==> src/rtl/cfg_ldr_pkg.sv <==
package cfg_ldr_pkg;
  typedef enum logic [3:0] {
    S_HDR, S_LEN, S_PAD, S_SYNC, S_DATA, S_CHK, S_POST, S_TAIL, S_DONE, S_WAIT
  } ldr_state_e;

  localparam int PRE_BITS  = 4;
  localparam int LEN_W     = 24;
  localparam int PAD_BITS  = 4;
  localparam int CHK_BITS  = 4;
  localparam int POST_BITS = 8;
  localparam logic [PRE_BITS-1:0] PREAMBLE = 4'b0010;
  localparam logic [15:0] CRC_POLY = 16'h1021;

  // start + top + bottom + 1 + per-row bits + check
  function automatic int frame_bits(int rows);
    return 1 + 7 + 13 + 1 + 10 * rows + CHK_BITS;
  endfunction

  // left + right + 1 + per-column frames
  function automatic int frame_count(int cols);
    return 26 + 41 + 1 + 36 * cols;
  endfunction
endpackage

==> src/rtl/cfg_ldr_crc16.sv <==
module cfg_ldr_crc16
  import cfg_ldr_pkg::*;
#(
  parameter int OUT_W = 4
) (
  input  logic             clk_i,
  input  logic             rst_ni,
  input  logic             clr_i,
  input  logic             en_i,
  input  logic             bit_i,
  output logic [OUT_W-1:0] crc_o
);
  logic [15:0] crc_q;
  logic        fb;

  assign fb = crc_q[15] ^ bit_i;

  always_ff @(posedge clk_i or negedge rst_ni) begin
    if (!rst_ni)    crc_q <= '0;
    else if (clr_i) crc_q <= '0;
    else if (en_i)  crc_q <= {crc_q[14:0], 1'b0} ^ (fb ? CRC_POLY : 16'h0000);
  end

  assign crc_o = crc_q[OUT_W-1:0];
endmodule

==> src/rtl/cfg_ldr_hdr.sv <==
module cfg_ldr_hdr
  import cfg_ldr_pkg::*;
(
  input  logic             clk_i,
  input  logic             rst_ni,
  input  logic             pre_en_i,
  input  logic             len_en_i,
  input  logic             bit_i,
  output logic             pre_hit_o,
  output logic [LEN_W-1:0] len_o
);
  logic [PRE_BITS-2:0] sh_q;
  logic [LEN_W-1:0]    len_q;

  // ones before the header keep the window at all-ones
  always_ff @(posedge clk_i or negedge rst_ni) begin
    if (!rst_ni)       sh_q <= '1;
    else if (pre_en_i) sh_q <= {sh_q[PRE_BITS-3:0], bit_i};
  end

  always_ff @(posedge clk_i or negedge rst_ni) begin
    if (!rst_ni)       len_q <= '0;
    else if (len_en_i) len_q <= {len_q[LEN_W-2:0], bit_i};
  end

  assign pre_hit_o = pre_en_i && ({sh_q, bit_i} == PREAMBLE);
  assign len_o     = len_q;
endmodule

==> src/rtl/cfg_ldr_bitcnt.sv <==
module cfg_ldr_bitcnt
  import cfg_ldr_pkg::*;
(
  input  logic             clk_i,
  input  logic             rst_ni,
  input  logic             en_i,
  input  logic [LEN_W-1:0] len_i,
  output logic             reach_o
);
  logic [LEN_W-1:0] cnt_q;
  logic [LEN_W:0]   cnt_next;

  always_ff @(posedge clk_i or negedge rst_ni) begin
    if (!rst_ni)                   cnt_q <= '0;
    else if (en_i && cnt_q != '1)  cnt_q <= cnt_q + LEN_W'(1);
  end

  // count including the bit sampled this cycle
  assign cnt_next = {1'b0, cnt_q} + (LEN_W+1)'(1);
  assign reach_o  = cnt_next >= {1'b0, len_i};
endmodule

==> src/rtl/cfg_frame_loader.sv <==
module cfg_frame_loader
  import cfg_ldr_pkg::*;
#(
  parameter int ROWS = 2,
  parameter int COLS = 1
) (
  input  logic                                      clk_i,
  input  logic                                      rst_ni,
  input  logic                                      bit_i,
  input  logic                                      crc_en_i,
  output logic                                      data_o,
  output logic                                      data_vld_o,
  output logic                                      frame_valid_o,
  output logic [$clog2(cfg_ldr_pkg::frame_count(COLS))-1:0] frame_idx_o,
  output logic                                      done_o,
  output logic                                      init_no
);
  localparam int FRAME_BITS = frame_bits(ROWS);
  localparam int FRAMES     = frame_count(COLS);
  localparam int DATA_BITS  = FRAME_BITS - 1 - CHK_BITS;
  localparam int POS_MAX    = (DATA_BITS > LEN_W) ? DATA_BITS : LEN_W;
  localparam int POS_W      = $clog2(POS_MAX);
  localparam int IDX_W      = $clog2(FRAMES);

  ldr_state_e          state_q, state_d;
  logic [POS_W-1:0]    pos_q, pos_d, pos_inc;
  logic [IDX_W-1:0]    idx_q, idx_d, oidx_q, oidx_d;
  logic [CHK_BITS-2:0] chk_q, chk_d;
  logic                data_q, dvld_q, dvld_d, fval_q, fval_d;
  logic                done_q, done_d, init_q, init_d;

  logic                pre_hit, reach;
  logic [LEN_W-1:0]    len;
  logic [CHK_BITS-1:0] crc4;

  cfg_ldr_hdr u_hdr (
    .clk_i     (clk_i),
    .rst_ni    (rst_ni),
    .pre_en_i  (state_q == S_HDR),
    .len_en_i  (state_q == S_LEN),
    .bit_i     (bit_i),
    .pre_hit_o (pre_hit),
    .len_o     (len)
  );

  cfg_ldr_crc16 #(.OUT_W(CHK_BITS)) u_crc (
    .clk_i  (clk_i),
    .rst_ni (rst_ni),
    .clr_i  (state_q == S_SYNC && !bit_i),
    .en_i   (state_q == S_DATA),
    .bit_i  (bit_i),
    .crc_o  (crc4)
  );

  cfg_ldr_bitcnt u_cnt (
    .clk_i   (clk_i),
    .rst_ni  (rst_ni),
    .en_i    (state_q != S_DONE && state_q != S_WAIT),
    .len_i   (len),
    .reach_o (reach)
  );

  assign pos_inc = pos_q + POS_W'(1);

  always_comb begin
    state_d = state_q;
    pos_d   = pos_q;
    idx_d   = idx_q;
    oidx_d  = oidx_q;
    chk_d   = chk_q;
    dvld_d  = 1'b0;
    fval_d  = 1'b0;
    done_d  = done_q;
    init_d  = init_q;
    unique case (state_q)
      S_HDR: if (pre_hit) begin
        state_d = S_LEN;
        pos_d   = '0;
      end
      S_LEN: begin
        pos_d = pos_inc;
        if (pos_q == POS_W'(LEN_W - 1)) begin
          state_d = S_PAD;
          pos_d   = '0;
        end
      end
      S_PAD: begin
        pos_d = pos_inc;
        if (pos_q == POS_W'(PAD_BITS - 1)) begin
          state_d = S_SYNC;
          pos_d   = '0;
        end
      end
      S_SYNC: if (!bit_i) begin
        state_d = S_DATA;
        pos_d   = '0;
      end
      S_DATA: begin
        dvld_d = 1'b1;
        pos_d  = pos_inc;
        if (pos_q == POS_W'(DATA_BITS - 1)) begin
          state_d = S_CHK;
          pos_d   = '0;
        end
      end
      S_CHK: begin
        chk_d = {chk_q[CHK_BITS-3:0], bit_i};
        pos_d = pos_inc;
        if (pos_q == POS_W'(CHK_BITS - 1)) begin
          pos_d = '0;
          if (crc_en_i && ({chk_q, bit_i} != crc4)) begin
            state_d = S_WAIT;
            init_d  = 1'b0;
          end else begin
            fval_d = 1'b1;
            oidx_d = idx_q;
            if (idx_q == IDX_W'(FRAMES - 1)) begin
              state_d = S_POST;
            end else begin
              idx_d   = idx_q + IDX_W'(1);
              state_d = S_SYNC;
            end
          end
        end
      end
      S_POST: begin
        pos_d = pos_inc;
        if (pos_q == POS_W'(POST_BITS - 1)) begin
          pos_d = '0;
          if (reach) begin
            state_d = S_DONE;
            done_d  = 1'b1;
          end else begin
            state_d = S_TAIL;
          end
        end
      end
      S_TAIL: if (reach) begin
        state_d = S_DONE;
        done_d  = 1'b1;
      end
      default: ;
    endcase
  end

  always_ff @(posedge clk_i or negedge rst_ni) begin
    if (!rst_ni) begin
      state_q <= S_HDR;
      pos_q   <= '0;
      idx_q   <= '0;
      oidx_q  <= '0;
      chk_q   <= '0;
      data_q  <= 1'b0;
      dvld_q  <= 1'b0;
      fval_q  <= 1'b0;
      done_q  <= 1'b0;
      init_q  <= 1'b1;
    end else begin
      state_q <= state_d;
      pos_q   <= pos_d;
      idx_q   <= idx_d;
      oidx_q  <= oidx_d;
      chk_q   <= chk_d;
      data_q  <= bit_i;
      dvld_q  <= dvld_d;
      fval_q  <= fval_d;
      done_q  <= done_d;
      init_q  <= init_d;
    end
  end

  assign data_o        = data_q;
  assign data_vld_o    = dvld_q;
  assign frame_valid_o = fval_q;
  assign frame_idx_o   = oidx_q;
  assign done_o        = done_q;
  assign init_no       = init_q;
endmodule

==> config.mk <==
export PLATFORM = sky130hd
export DESIGN_NAME = cfg_frame_loader
export DESIGN_NICKNAME = d
export VERILOG_FILES = /design/src/rtl/cfg_ldr_pkg.sv /design/src/rtl/cfg_ldr_crc16.sv /design/src/rtl/cfg_ldr_hdr.sv /design/src/rtl/cfg_ldr_bitcnt.sv /design/src/rtl/cfg_frame_loader.sv
export SDC_FILE = /design/constraint.sdc
export NUM_CORES = 1
export LEC_CHECK = 0
export ABC_AREA = 1
export BUFFER_PORTS_ARGS = -buffer_cell sky130_fd_sc_hd__buf_2
export CAP_MARGIN = 15
export CORE_MARGIN = 3
export CORE_UTILIZATION = 50
export CTS_BUF_LIST = sky130_fd_sc_hd__clkbuf_16
export CTS_CLUSTER_SIZE = 16
export DETAILED_ROUTE_END_ITERATION = 12
export HOLD_SLACK_MARGIN = 0.05
export PLACE_DENSITY = 0.66
export SETUP_SLACK_MARGIN = 0.1
export SLEW_MARGIN = 20
export SYNTH_ARGS = -nofsm -noshare
export SYNTH_HDL_FRONTEND = slang
export SYNTH_HIERARCHICAL = 1
export SYNTH_SLANG_ARGS = --single-unit
==> constraint.sdc <==
create_clock -name clk_i -period 3.2 [get_ports clk_i]
set_input_delay 0.16 -clock clk_i [delete_from_list [all_inputs] [get_ports clk_i]]
set_output_delay 0.16 -clock clk_i [all_outputs]
set_load 0.05 [all_outputs]
**Word-level counts from Yosys, hierarchy flattened**

Cells that the tools add are included.

- Register bits after elaboration: 99

- Add/subtract/negate cells: 4
- $lt $le $gt $ge: 1
- Equality and inequality tests: 25
- Multiplexer cells: 29
- Bitwise gates (word level): 4
- Reduce and logical (&&, ||, !) cells: 18

Operators by type and width:

| cell | count |
|---|---|
| 4-bit 2-to-1 mux | 10 |
| 6-bit 2-to-1 mux | 6 |
| 6-bit one-hot mux with 6 select lines | 1 |
| 16-bit 2-to-1 mux | 2 |
| 4-bit one-hot mux with 8 select lines | 1 |
| 24-bit by 1-bit adder with 25-bit output (second input constant) | 1 |
| 25-bit by 24-bit >= comparator with 1-bit output | 1 |
| 24-bit by 1-bit adder with 24-bit output (second input constant) | 1 |
| 24-bit != test (second input constant) | 1 |
| 4-bit by 3-bit == test with 1-bit output (second input constant) | 4 |
| 2-bit != test (second input constant) | 8 |
| 16-bit XOR | 1 |
| 13-bit 2-to-1 mux | 1 |
| 4-bit by 2-bit == test with 1-bit output (second input constant) | 3 |
| 3-bit AND reduction | 3 |
| 9-bit AND reduction | 1 |
| 4-bit != test (second input constant) | 2 |
| 8-bit nonzero test | 1 |
| 7-bit by 1-bit adder with 7-bit output (second input constant) | 1 |
| 7-bit == test (second input constant) | 1 |
| 6-bit by 1-bit adder with 6-bit output (second input constant) | 1 |
| 6-bit by 2-bit == test with 1-bit output (second input constant) | 1 |
| 6-bit by 3-bit == test with 1-bit output (second input constant) | 1 |
| 6-bit by 5-bit == test with 1-bit output (second input constant) | 1 |
| 16 further kinds | 27 |

**Longest topological paths before layout**

Gate-level depths: netlist of run 1.

- Word-level depth: 5
- Depth in mapped cells: 25
- Depth with buffers taken out: 25

**By module**

Netlist of run 1, hierarchy kept.

Modules (own cells, without submodules):

| module | times used | cells an instance | area each (um2) | sequential area each (um2) |
|---|---|---|---|---|
| cfg_ldr_bitcnt | 1 | 355 | 2294.7 | 600.6 |
| cfg_frame_loader | 1 | 255 | 1970.6 | 802.0 |
| cfg_ldr_hdr | 1 | 104 | 1087.3 | 679.4 |
| cfg_ldr_crc16 | 1 | 73 | 749.5 | 400.4 |

**Worst setup path after synthesis of run 1**

Ideal clock, no wire load.

- Path type: reg-to-reg
- From: register u_cnt.cnt_q[0]
- To: register state_q[2]
- Setup time: 0.116 ns
- Data arrival time: 2.483 ns
- Data required time: 3.084 ns
- Path slack: 0.600 ns
- Stages on the path, launching flop included: 25
- Buffers on the path: 0
- Clock period less this slack: 2.600 ns
- Cell sequence: dfrtp_1 ha_1 nand2_1 nor2_1 nand2_2 nor2_1 nand4_1 nand2_1 inv_1 ha_1 nand2_1 nor2_1 nand2_1 nor2_1 nand2_1 nand3_1 nor2_1 nand2_1 inv_1 nand2_1 inv_1 nor3_1 nand2_1 nand2_1 nand2_1

- Longest elaborated chain between the ends: 5
- Elaborated cells between the ends (all ways): 7

RTL lines:

| element | RTL line | source |
|---|---|---|
| start, declared | cfg_ldr_bitcnt.sv:10 | `logic [LEN_W-1:0] cnt_q;` |
| start signal, assigned | cfg_ldr_bitcnt.sv:15 | `else if (en_i && cnt_q != '1) cnt_q <= cnt_q + LEN_W'(1);` |
| 24-bit by 1-bit adder with 25-bit output (*) | cfg_ldr_bitcnt.sv:19 | `assign cnt_next = {1'b0, cnt_q} + (LEN_W+1)'(1);` |
| net u_cnt.cnt_next[18] | cfg_ldr_bitcnt.sv:11 | `logic [LEN_W:0] cnt_next;` |
| 25-bit by 24-bit >= comparator with 1-bit output (*) | cfg_ldr_bitcnt.sv:20 | `assign reach_o = cnt_next >= {1'b0, len_i};` |
| net reach | cfg_frame_loader.sv:32 | `logic pre_hit, reach;` |
| 4-bit 2-to-1 mux | cfg_frame_loader.sv:130 | `if (reach) begin` |
| 4-bit 2-to-1 mux | cfg_frame_loader.sv:128 | `if (pos_q == POS_W'(POST_BITS - 1)) begin` |
| 4-bit one-hot mux with 8 select lines | cfg_frame_loader.sv:75 | `unique case (state_q)` |
| end signal, assigned | cfg_frame_loader.sv:159 | `state_q <= state_d;` |
| end, declared | cfg_frame_loader.sv:25 | `ldr_state_e state_q, state_d;` |

Mark *: on every way through the listed nets, which the timed path passes. The rest lies on a longest branch. The select of a mux whose other input is x is not followed.
A chain may end at the register's enable or synchronous reset.

**Worst setup path after layout of run 1**

Same ends and word-level chain as after synthesis.

==> results.cfg, run 1 <==
[yosys]
netlist_instances = 787
yosys.area.top_type_share = 0.390
ys_warn_count = 6
syn_avg_cell_area_sq_um = 7.75
yosysSeqAreaShare = 0.407
yosysMostFrequentCell = nand2_1
async_flop_share = 1.00
synth_cell_type_count = 36
yosys-top-cells-area = dfrtp_1 (39%), nand2_1 (15%), inv_1 (7.4%), ha_1 (5.7%), nor2_1 (4.3%)
synth_ff_type = dfrtp_1
ys_seq_elements = 99
synth_area_leader_cell = dfrtp_1
synth.top_cells.by_count = nand2_1 (236), inv_1 (120), dfrtp_1 (95)
synth_edf_count = 0
synth_area_sq_mm = 0.00610
syn-num-nets = 819

[clocking]
clk_pin_slew_ps = 70
cts_tree = built
numCtsBuffers = 9
clk_latency_ps = 350
htree_num_levels = 3
cts.sinks = 99
cts_buffer_depth = 2
cts_root_buf = clkbuf_16

[die]
initial_core_util = 0.523
io_pins = 16
die_h_microns = 116
dieWidth_microns = 116
core_sq_mm = 0.0117
die-area_sq_mm = 0.0136
num_rows = 39

[worst_setup_path]
r2r_start = u_cnt/cnt_q[0]$_DFFE_PN0P_
worstSetupEndpointType = flip-flop
startpoint_type = flip-flop
crit_type = reg2reg
worstSetupEndpoint = state_q[2]$_DFFE_PN0P_
reg2reg_slack_ps = 330
r2r_cells = 21
cp_max_fo = 5
cp_data_required_time_ps = 3450
timing.rr.end = state_q[2]$_DFFE_PN0P_
startpoint = u_cnt/cnt_q[0]$_DFFE_PN0P_
critPathArrivalTime_ps = 3120

[grt]
grt_util_all_layers = 0.200
overflow = 0
grt_pass1_wl_microns = 21500
grt_max_degree = 84
antenna_found_initial = 0
grt_pass1_vias = 4685

[job]
max_cap_viol_count = 0

[placement]
dp_hpwl_microns = 9260
portBuffers = 15
place_congestion = 0.858
placed_area_sq_mm = 0.00620

[sta]
slew_violations = 0
finalClockSkew_ps = 9.71
setup_viol = 0
clock.fmax_mhz = 348
hold_viol = 0
slew_headroom = 0.486
final.setup.tns_ps = 0
period_minus_slack_ps = 2870
grt_setup_unrepaired = false
period_share = 0.898
tightest_slew_ps = 770

[layout]
syn2layout_area_growth_pct = 8.06
fin_util = 0.565
finalNetCount = 839
final_layout_size_suffix_gt1_frac = 0.176
design_area_sq_mm = 0.00659
n_antenna_cell = 0

[detailed_routing]
ant_nets = 0
wl_per_cell_microns = 13.3
routed_wl_microns = 12700
routed_via_density = 5.09
dr.pass1.iters = 5
post-route-drc-count = 0
drt_iter0_drc = 319
vias = 4862

[power]
p_leak_nw = 3.32
ir_worst_vdd_v = 0.000352
p_per_area_mw_per_mm2 = 353

[hold_path]
hold_class = in2reg

[run_status]
status = completed
[critical path, cell delays in order (launching register included)]
cell	delay, ps
dfrtp_2	430
ha_4	160
nand3_1	130
nor2_2	220
nand3_1	140
xnor2_1	170
ha_1	310
nand2_1	60
nor2_1	130
nand2_1	90
nor2_1	120
nand2_1	60
nand3_1	70
nor2_1	40
nand2_1	110
inv_1	90
nand2_1	70
inv_1	60
nor3_2	130
nand2_1	70
nand2_1	50
nand2_1	40
[state kept, by name (all words and copies together), names as in the netlist]
name / count
done_o: 1
pos_q: 6
frame_idx_o: 7
chk_q: 3
state_q: 4
data_o: 1
frame_valid_o: 1
u_hdr/sh_q: 3
u_cnt/cnt_q: 24
data_vld_o: 1
idx_q: 7
u_hdr/len_o: 24
init_no: 1
u_crc/crc_q: 16
[final cells by class]
cell class / instances / area [sq um]
multi-input cells: 543 / 3000
clock inverters: 7 / 45.0
clock buffers: 9 / 225
flip-flops and latches: 99 / 2490
repair buffers: 27 / 176
fillers: 1060 / 5070
well taps: 143 / 179
inverters: 127 / 477
[cells by family (layout without fill, tap and decap cells)]
kind of cell / Yosys count / in the layout / synth area share
fa+ha+maj: 28 / 28 / 0.0574
flops: 99 / 99 / 0.407
buf+inv: 145 / 170 / 0.110
simple gates: 407 / 407 / 0.294
xor+xnor: 19 / 19 / 0.0273
compound gates: 89 / 89 / 0.105
[worst min-delay path by stage]
stage | from | endpoint | slack [ps] | cells past startpoint
CTS | crc_en_i | init_no$_DFFE_PN1P_ | 140 | 4
detailed placement | bit_i | data_o$_DFF_PN0_ | 400 | 1
global placement | bit_i | data_o$_DFF_PN0_ | 410 | 1
floorplan | rst_ni | chk_q[0]$_DFFE_PN0P_ | -140 | 0
finish | crc_en_i | init_no$_DFFE_PN1P_ | 150 | 4
global route | crc_en_i | init_no$_DFFE_PN1P_ | 180 | 4
[stage by stage]
| step | worst slack (ps) | hold slack [ps] | power (mW) | std cells |
|---|---|---|---|---|
| finish | 326 | 147 | 2.33 | 955 |
| global route | 68.6 | 178 | 2.43 | 955 |
| CTS | 137 | 136 | 2.37 | 949 |
| detailed placement | 163 | 403 | 1.35 | 931 |
| global placement | 282 | 405 | 1.35 | 931 |
| floorplan | 600 | -136 | 1.32 | 787 |
[power breakdown]
part	switching (mW)	internal, mW
registers	0.00447	1.26
clock network	0.471	0.524
logic	0.0477	0.0177
[metal layers]
| metal | GRT usage | part of all wire |
|---|---|---|
| met1 | 0.260 | 0.45 |
| met5 | 0 | 0 |
| met2 | 0.330 | 0.49 |
| met4 | 0.0634 | 0.023 |
| met3 | 0.0503 | 0.038 |
[cells in the final DEF, fill, tap and decap left out, types with 4 or more instances in the layout]
master     instances
nor2_4             6
dfrtp_1           89
o21ai_0           21
clkbuf_16          9
dfstp_2            4
nor2_2            13
nand4_1            6
dfrtp_2            6
nand3_1           44
ha_1              27
inv_2              8
buf_2             14
inv_1            121
o21ai_2           25
nand2_2           17
a21oi_1           22
nor2_1            64
xor2_1            17
nand2_1          236
o22ai_2           10
and2_1             5
buf_4             10
[what timing repair did]
| action | CTS | global route |
|---|---|---|
| endpoints found under the setup margin | 0 | 4 |
| endpoints found under the hold margin | 7 | 0 |
| resized for setup | 0 | 19 |
| setup buffers | 0 | 6 |
| hold buffers | 2 | 0 |
(Power assumes the default switching activity.)
==> run 2: changes to the inputs <==
--- a/config.mk
+++ b/config.mk
@@ -9,12 +9,12 @@
 export BUFFER_PORTS_ARGS = -buffer_cell sky130_fd_sc_hd__buf_2
 export CAP_MARGIN = 15
 export CORE_MARGIN = 3
-export CORE_UTILIZATION = 50
+export CORE_UTILIZATION = 63
 export CTS_BUF_LIST = sky130_fd_sc_hd__clkbuf_16
 export CTS_CLUSTER_SIZE = 16
 export DETAILED_ROUTE_END_ITERATION = 12
 export HOLD_SLACK_MARGIN = 0.05
-export PLACE_DENSITY = 0.66
+export PLACE_DENSITY = 0.8
 export SETUP_SLACK_MARGIN = 0.1
 export SLEW_MARGIN = 20
 export SYNTH_ARGS = -nofsm -noshare
==> results.cfg, run 2 (synthesis gave the netlist of run 1 again) <==
[worst_setup_path]
reg2reg_slack_ps = 240
critPathTopFamily = simple AND/OR/NAND/NOR gates
crit_type = reg2reg
startpoint_type = flip-flop
crit_cells = 23
crit_top_cell = nand2_1
worstSetupEndpointType = flip-flop
worst-path-buf-inv = 3
cp_data_required_time_ps = 3440
critPathArrivalTime_ps = 3200
r2r_cells = 23
critPathSlowestCell = dfrtp_2
cp_max_fo = 5
crit_chain = ha_2 -> nand2_1 -> nor2_1 -> nand2_2 -> nor2_4 -> buf_4 -> xor2_1 -> ha_1 -> nand2_1 -> nor2_2 -> nand2_1 -> nor2_1 -> nand2_1 -> nand3_1 -> nor2_1 -> nand2_1 -> inv_2 -> nand2_1 -> inv_1 -> nor3_1 -> nand2_1 -> nand2_1 -> nand2_1
slowest_delay_ps = 410

[detailed_routing]
dr.pass1.iters = 5
drt_iter0_drc = 268
routed_via_density = 5.31
vias = 5004
ant_nets = 0
routed_wl_microns = 13000
wl_per_cell_microns = 13.8
post-route-drc-count = 0

[layout]
n_antenna_cell = 0
multi_input_area_sq_mm = 0.00301
seq_area_sq_mm = 0.00249
syn2layout_area_growth_pct = 8.37
design_area_sq_mm = 0.00661
final_layout_size_suffix_gt1_frac = 0.183
layout_common_cells = nand2_1 (234), inv_1 (118), dfrtp_1 (90)
fin_cells = 942
fillers = 741
final_common_cell = nand2_1
finalNetCount = 840

[die]
num_rows = 35
core_sq_mm = 0.00933
die-area_sq_mm = 0.0109
die_h_microns = 104
dieWidth_microns = 104
initial_core_util = 0.654
io_pins = 16

[placement]
portBuffers = 15
dp_cells = 916
dp_hpwl_microns = 9260
place_congestion = 0.914
placed_area_sq_mm = 0.00619

[grt]
overflow = 0
grt_util_all_layers = 0.248
grt_pass1_vias = 4974
antenna_found_initial = 0
grt_max_degree = 64
grt_pass1_wl_microns = 22100

[sta]
hold_viol = 0
grt_setup_unrepaired = false
clock.fmax_mhz = 338
finalClockSkew_ps = 2.99
setup_viol = 0
period_minus_slack_ps = 2960
final.setup.tns_ps = 0
period_share = 0.925
tightest_slew_ps = 598
hold_slack_ps = 150
slew_headroom = 0.601
slew_violations = 0

[clocking]
cts.sinks = 99
cts_buffer_depth = 2
htree_num_levels = 3
clk_latency_ps = 350
cts_tree = built
cts_root_buf = clkbuf_16
numCtsBuffers = 9
clk_pin_slew_ps = 70

[job]
max_cap_viol_count = 0

[power]
p_per_area_mw_per_mm2 = 357
p_leak_nw = 3.33
ir_worst_vdd_v = 0.000338
total_power_mw = 2.36

[run_status]
status = completed

[hold_path]
hold_depth = 4
hold_class = in2reg
run 2: metrics by stage:
step / setup WS, ps / util
finish: 239 / 0.709
global route: 37.9 / 0.709
CTS: 182 / 0.695
detailed placement: 219 / 0.663
global placement: 327 / 0.663
floorplan: 600 / -
run 2: final timing paths:
| check | endpoint | startpoint |
|---|---|---|
| worst max-delay path | state_q[2]$_DFFE_PN0P_ | u_cnt/cnt_q[0]$_DFFE_PN0P_ |
| worst min-delay path | init_no$_DFFE_PN1P_ | crc_en_i |
| worst max register to register | state_q[2]$_DFFE_PN0P_ | u_cnt/cnt_q[0]$_DFFE_PN0P_ |
| worst min register to register | init_no$_DFFE_PN1P_ | init_no$_DFFE_PN1P_ |
| max in group asynchronous | init_no$_DFFE_PN1P_ | rst_ni |
| min in group asynchronous | u_cnt/cnt_q[3]$_DFFE_PN0P_ | rst_ni |
run 2: tightest hold or removal path, delay by kind of cell:
kind          cells  cell delay, ps
buf+inv           2             170
simple gates      2             160
run 2: where the power goes:
part / internal [mW] / switching [mW]
Sequential: 1.26 / 0.00470
Clock: 0.534 / 0.495
Combinational: 0.0182 / 0.0482
Total: 1.81 / 0.547
run 2: layout make-up:
| cell class | count | area share |
|---|---|---|
| Multi-Input combinational cell | 543 | 0.455 |
| Clock inverter | 7 | 0.00814 |
| Timing Repair Buffer | 28 | 0.0291 |
| Clock buffer | 9 | 0.0341 |
| Tap cell | 129 | 0.0244 |
| Inverter | 127 | 0.0725 |
| Sequential cell | 99 | 0.376 |
run 2: repair_timing:
item / 4_1_cts / 5_1_grt
buffers inserted: 0 / 8
hold endpoints to repair: 37 / 0
resized for setup: 0 / 26
hold buffers: 2 / 0
endpoints found under the setup margin: 0 / 4
run 2: metal layers:
| metal | up-vias | part of all wire | GRT usage | routed length (microns) |
|---|---|---|---|---|
| li1 | 2487 | - | - | - |
| met1 | 2364 | 0.41 | 0.284 | 5270 |
| met4 | 0 | 0.032 | 0.108 | 416 |
| met5 | - | 0 | 0 | 0 |
| met3 | 35 | 0.043 | 0.0521 | 554 |
| met2 | 118 | 0.52 | 0.445 | 6740 |
==> run 3: changes to the inputs <==
--- a/config.mk
+++ b/config.mk
@@ -9,12 +9,12 @@
 export BUFFER_PORTS_ARGS = -buffer_cell sky130_fd_sc_hd__buf_2
 export CAP_MARGIN = 15
 export CORE_MARGIN = 3
-export CORE_UTILIZATION = 63
+export CORE_UTILIZATION = 57
 export CTS_BUF_LIST = sky130_fd_sc_hd__clkbuf_16
 export CTS_CLUSTER_SIZE = 16
 export DETAILED_ROUTE_END_ITERATION = 12
 export HOLD_SLACK_MARGIN = 0.05
-export PLACE_DENSITY = 0.8
+export PLACE_DENSITY = 0.77
 export SETUP_SLACK_MARGIN = 0.1
 export SLEW_MARGIN = 20
 export SYNTH_ARGS = -nofsm -noshare
==> constraint.sdc (replaced) <==
create_clock -name clk_i -period 2.38 [get_ports clk_i]
set_input_delay 0.119 -clock clk_i [delete_from_list [all_inputs] [get_ports clk_i]]
set_output_delay 0.119 -clock clk_i [all_outputs]
set_load 0.05 [all_outputs]
==> results.cfg, run 3 (synthesis gave the netlist of run 1 again) <==
[layout]
design_area_sq_mm = 0.00716
fillers = 822
final_common_cell = nand2_1
seq_area_sq_mm = 0.00248
n_antenna_cell = 0
layout_common_cells = nand2_1 (219), inv_1 (117), dfrtp_1 (95)
final_layout_size_suffix_gt1_frac = 0.265
finalNetCount = 883
multi_input_area_sq_mm = 0.00321
syn2layout_area_growth_pct = 17.4
fin_util = 0.691

[grt]
grt_pass1_wl_microns = 22800
grt.busiest_layer = met2
antenna_found_initial = 0
grt_pass1_vias = 5151
overflow = 0
grtUsageMet2 = 0.419
grt_max_degree = 55
globalRouteMet1Util = 0.285
met3_usage = 0.0575
grt_util_all_layers = 0.241

[die]
core_sq_mm = 0.0104
dieWidth_microns = 109
initial_core_util = 0.588
die_h_microns = 109
io_pins = 16
num_rows = 37
die-area_sq_mm = 0.0120

[sta]
finalClockSkew_ps = 6.20
period_share = 1.20
grt_setup_unrepaired = true
clock.fmax_mhz = 350
tightest_slew_ps = 631
final.setup.tns_ps = -2280
slew_headroom = 0.579
hold_slack_ps = 106
period_minus_slack_ps = 2860
setup_viol = 5
setup_ws_ps = -476
slew_violations = 0
hold_viol = 0

[run_status]
status = finished with violations
violations = setup timing

[placement]
portBuffers = 15
placed_area_sq_mm = 0.00651
place_congestion = 0.902
dp_hpwl_microns = 9740

[worst_setup_path]
startpoint_type = flip-flop
cp_max_fo = 4
cp_data_required_time_ps = 2630
worstSetupEndpointType = flip-flop
crit_type = reg2reg
critPathArrivalTime_ps = 3110

[power]
comb_power_share = 0.027
p_per_area_mw_per_mm2 = 458
power.internal_mw = 2.54
total_power_mw = 3.28
switching_share = 0.225
p_leak_nw = 3.61
switchingPower_mw = 0.739
pwr-share-clk = 0.455
seqPwrFrac = 0.518
ir_worst_vdd_v = 0.000574

[clocking]
clk_pin_slew_ps = 70
cts_buffer_depth = 2
cts.sinks = 99
cts_tree = built
cts_root_buf = clkbuf_16
numCtsBuffers = 9
htree_num_levels = 3
clk_latency_ps = 360

[detailed_routing]
wl_per_cell_microns = 13.6
vias = 5125
routed_via_density = 5.17
ant_nets = 0
routed_wl_microns = 13500
post-route-drc-count = 0
dr.pass1.iters = 5
drt_iter0_drc = 278

[job]
max_cap_viol_count = 0

[hold_path]
hold_class = in2reg
## run 3: changes by cell type in the layout (fill, tap and decap cells not counted), sizes merged
cell      previous run  this run
buf                 26        69
bufinv               0         1
clkinvlp             1         0
## run 3: per-layer routing
layer / part of all wire / wire length, microns
met3: 0.038 / 514
met1: 0.42 / 5680
met2: 0.51 / 6950
met5: 0 / 0
met4: 0.029 / 396
## run 3: path summary, 6_finish.rpt
path	to	depth (start not counted)	slack (ps)	from
min in group asynchronous	u_cnt/cnt_q[5]$_DFFE_PN0P_	2	330	rst_ni
min reg2reg	init_no$_DFFE_PN1P_	2	460	init_no$_DFFE_PN1P_
min	init_no$_DFFE_PN1P_	4	110	crc_en_i
max	state_q[0]$_DFFE_PN0P_	24	-480	u_cnt/cnt_q[1]$_DFFE_PN0P_
max reg2reg	state_q[0]$_DFFE_PN0P_	24	-480	u_cnt/cnt_q[1]$_DFFE_PN0P_
max in group asynchronous	init_no$_DFFE_PN1P_	3	1290	rst_ni
## run 3: per-stage QoR
stage / std cells / worst slack, ps
2_1_floorplan: 787 / -192
3_3_place_gp: 961 / -390
3_5_place_dp: 961 / -429
4_1_cts: 986 / -374
5_1_grt: 992 / -669
6_report: 992 / -476
## run 3: worst max-delay path, cell delays in order, from the launching register on
cell	delay, ps
dfrtp_1	360
buf_4	110
buf_4	110
nand2_1	90
nor2_2	170
nand2_2	110
nor2_4	100
nand3_1	80
and2_1	200
ha_1	290
nand2_2	70
nor2_4	130
nand2_1	70
nor2_1	110
nand2_1	60
nand3_1	90
nor2_1	60
nand2_2	80
inv_2	60
nand2_2	60
inv_2	50
nor2_2	90
nand3_1	80
nand2_1	70
nand2_1	50
## run 3: layout make-up
| class | count | area share |
|---|---|---|
| well taps | 136 | 0.0238 |
| inverters | 127 | 0.0666 |
| clock inverters | 7 | 0.0107 |
| multi-input cells | 543 | 0.448 |
| repair buffers | 71 | 0.0725 |
| flip-flops and latches | 99 | 0.347 |
| clock buffers | 9 | 0.0314 |
## run 3: power by group through the flow
stage          logic [mW]  clock network, mW  registers (mW)
4_1_cts            0.0930               1.53            1.70
2_1_floorplan      0.0400                  0            1.73
6_report           0.0897               1.49            1.70
3_3_place_gp       0.0864                  0            1.73
3_5_place_dp       0.0905                  0            1.73
5_1_grt             0.103               1.60            1.70
## run 3: what timing repair did
action,CTS,global route
endpoints found under the setup margin,5,5
setup buffers,7,6
pin swaps,19,24
hold buffers,2,0
endpoints found under the hold margin,46,0
gates resized for setup,15,40
cloned,0,0
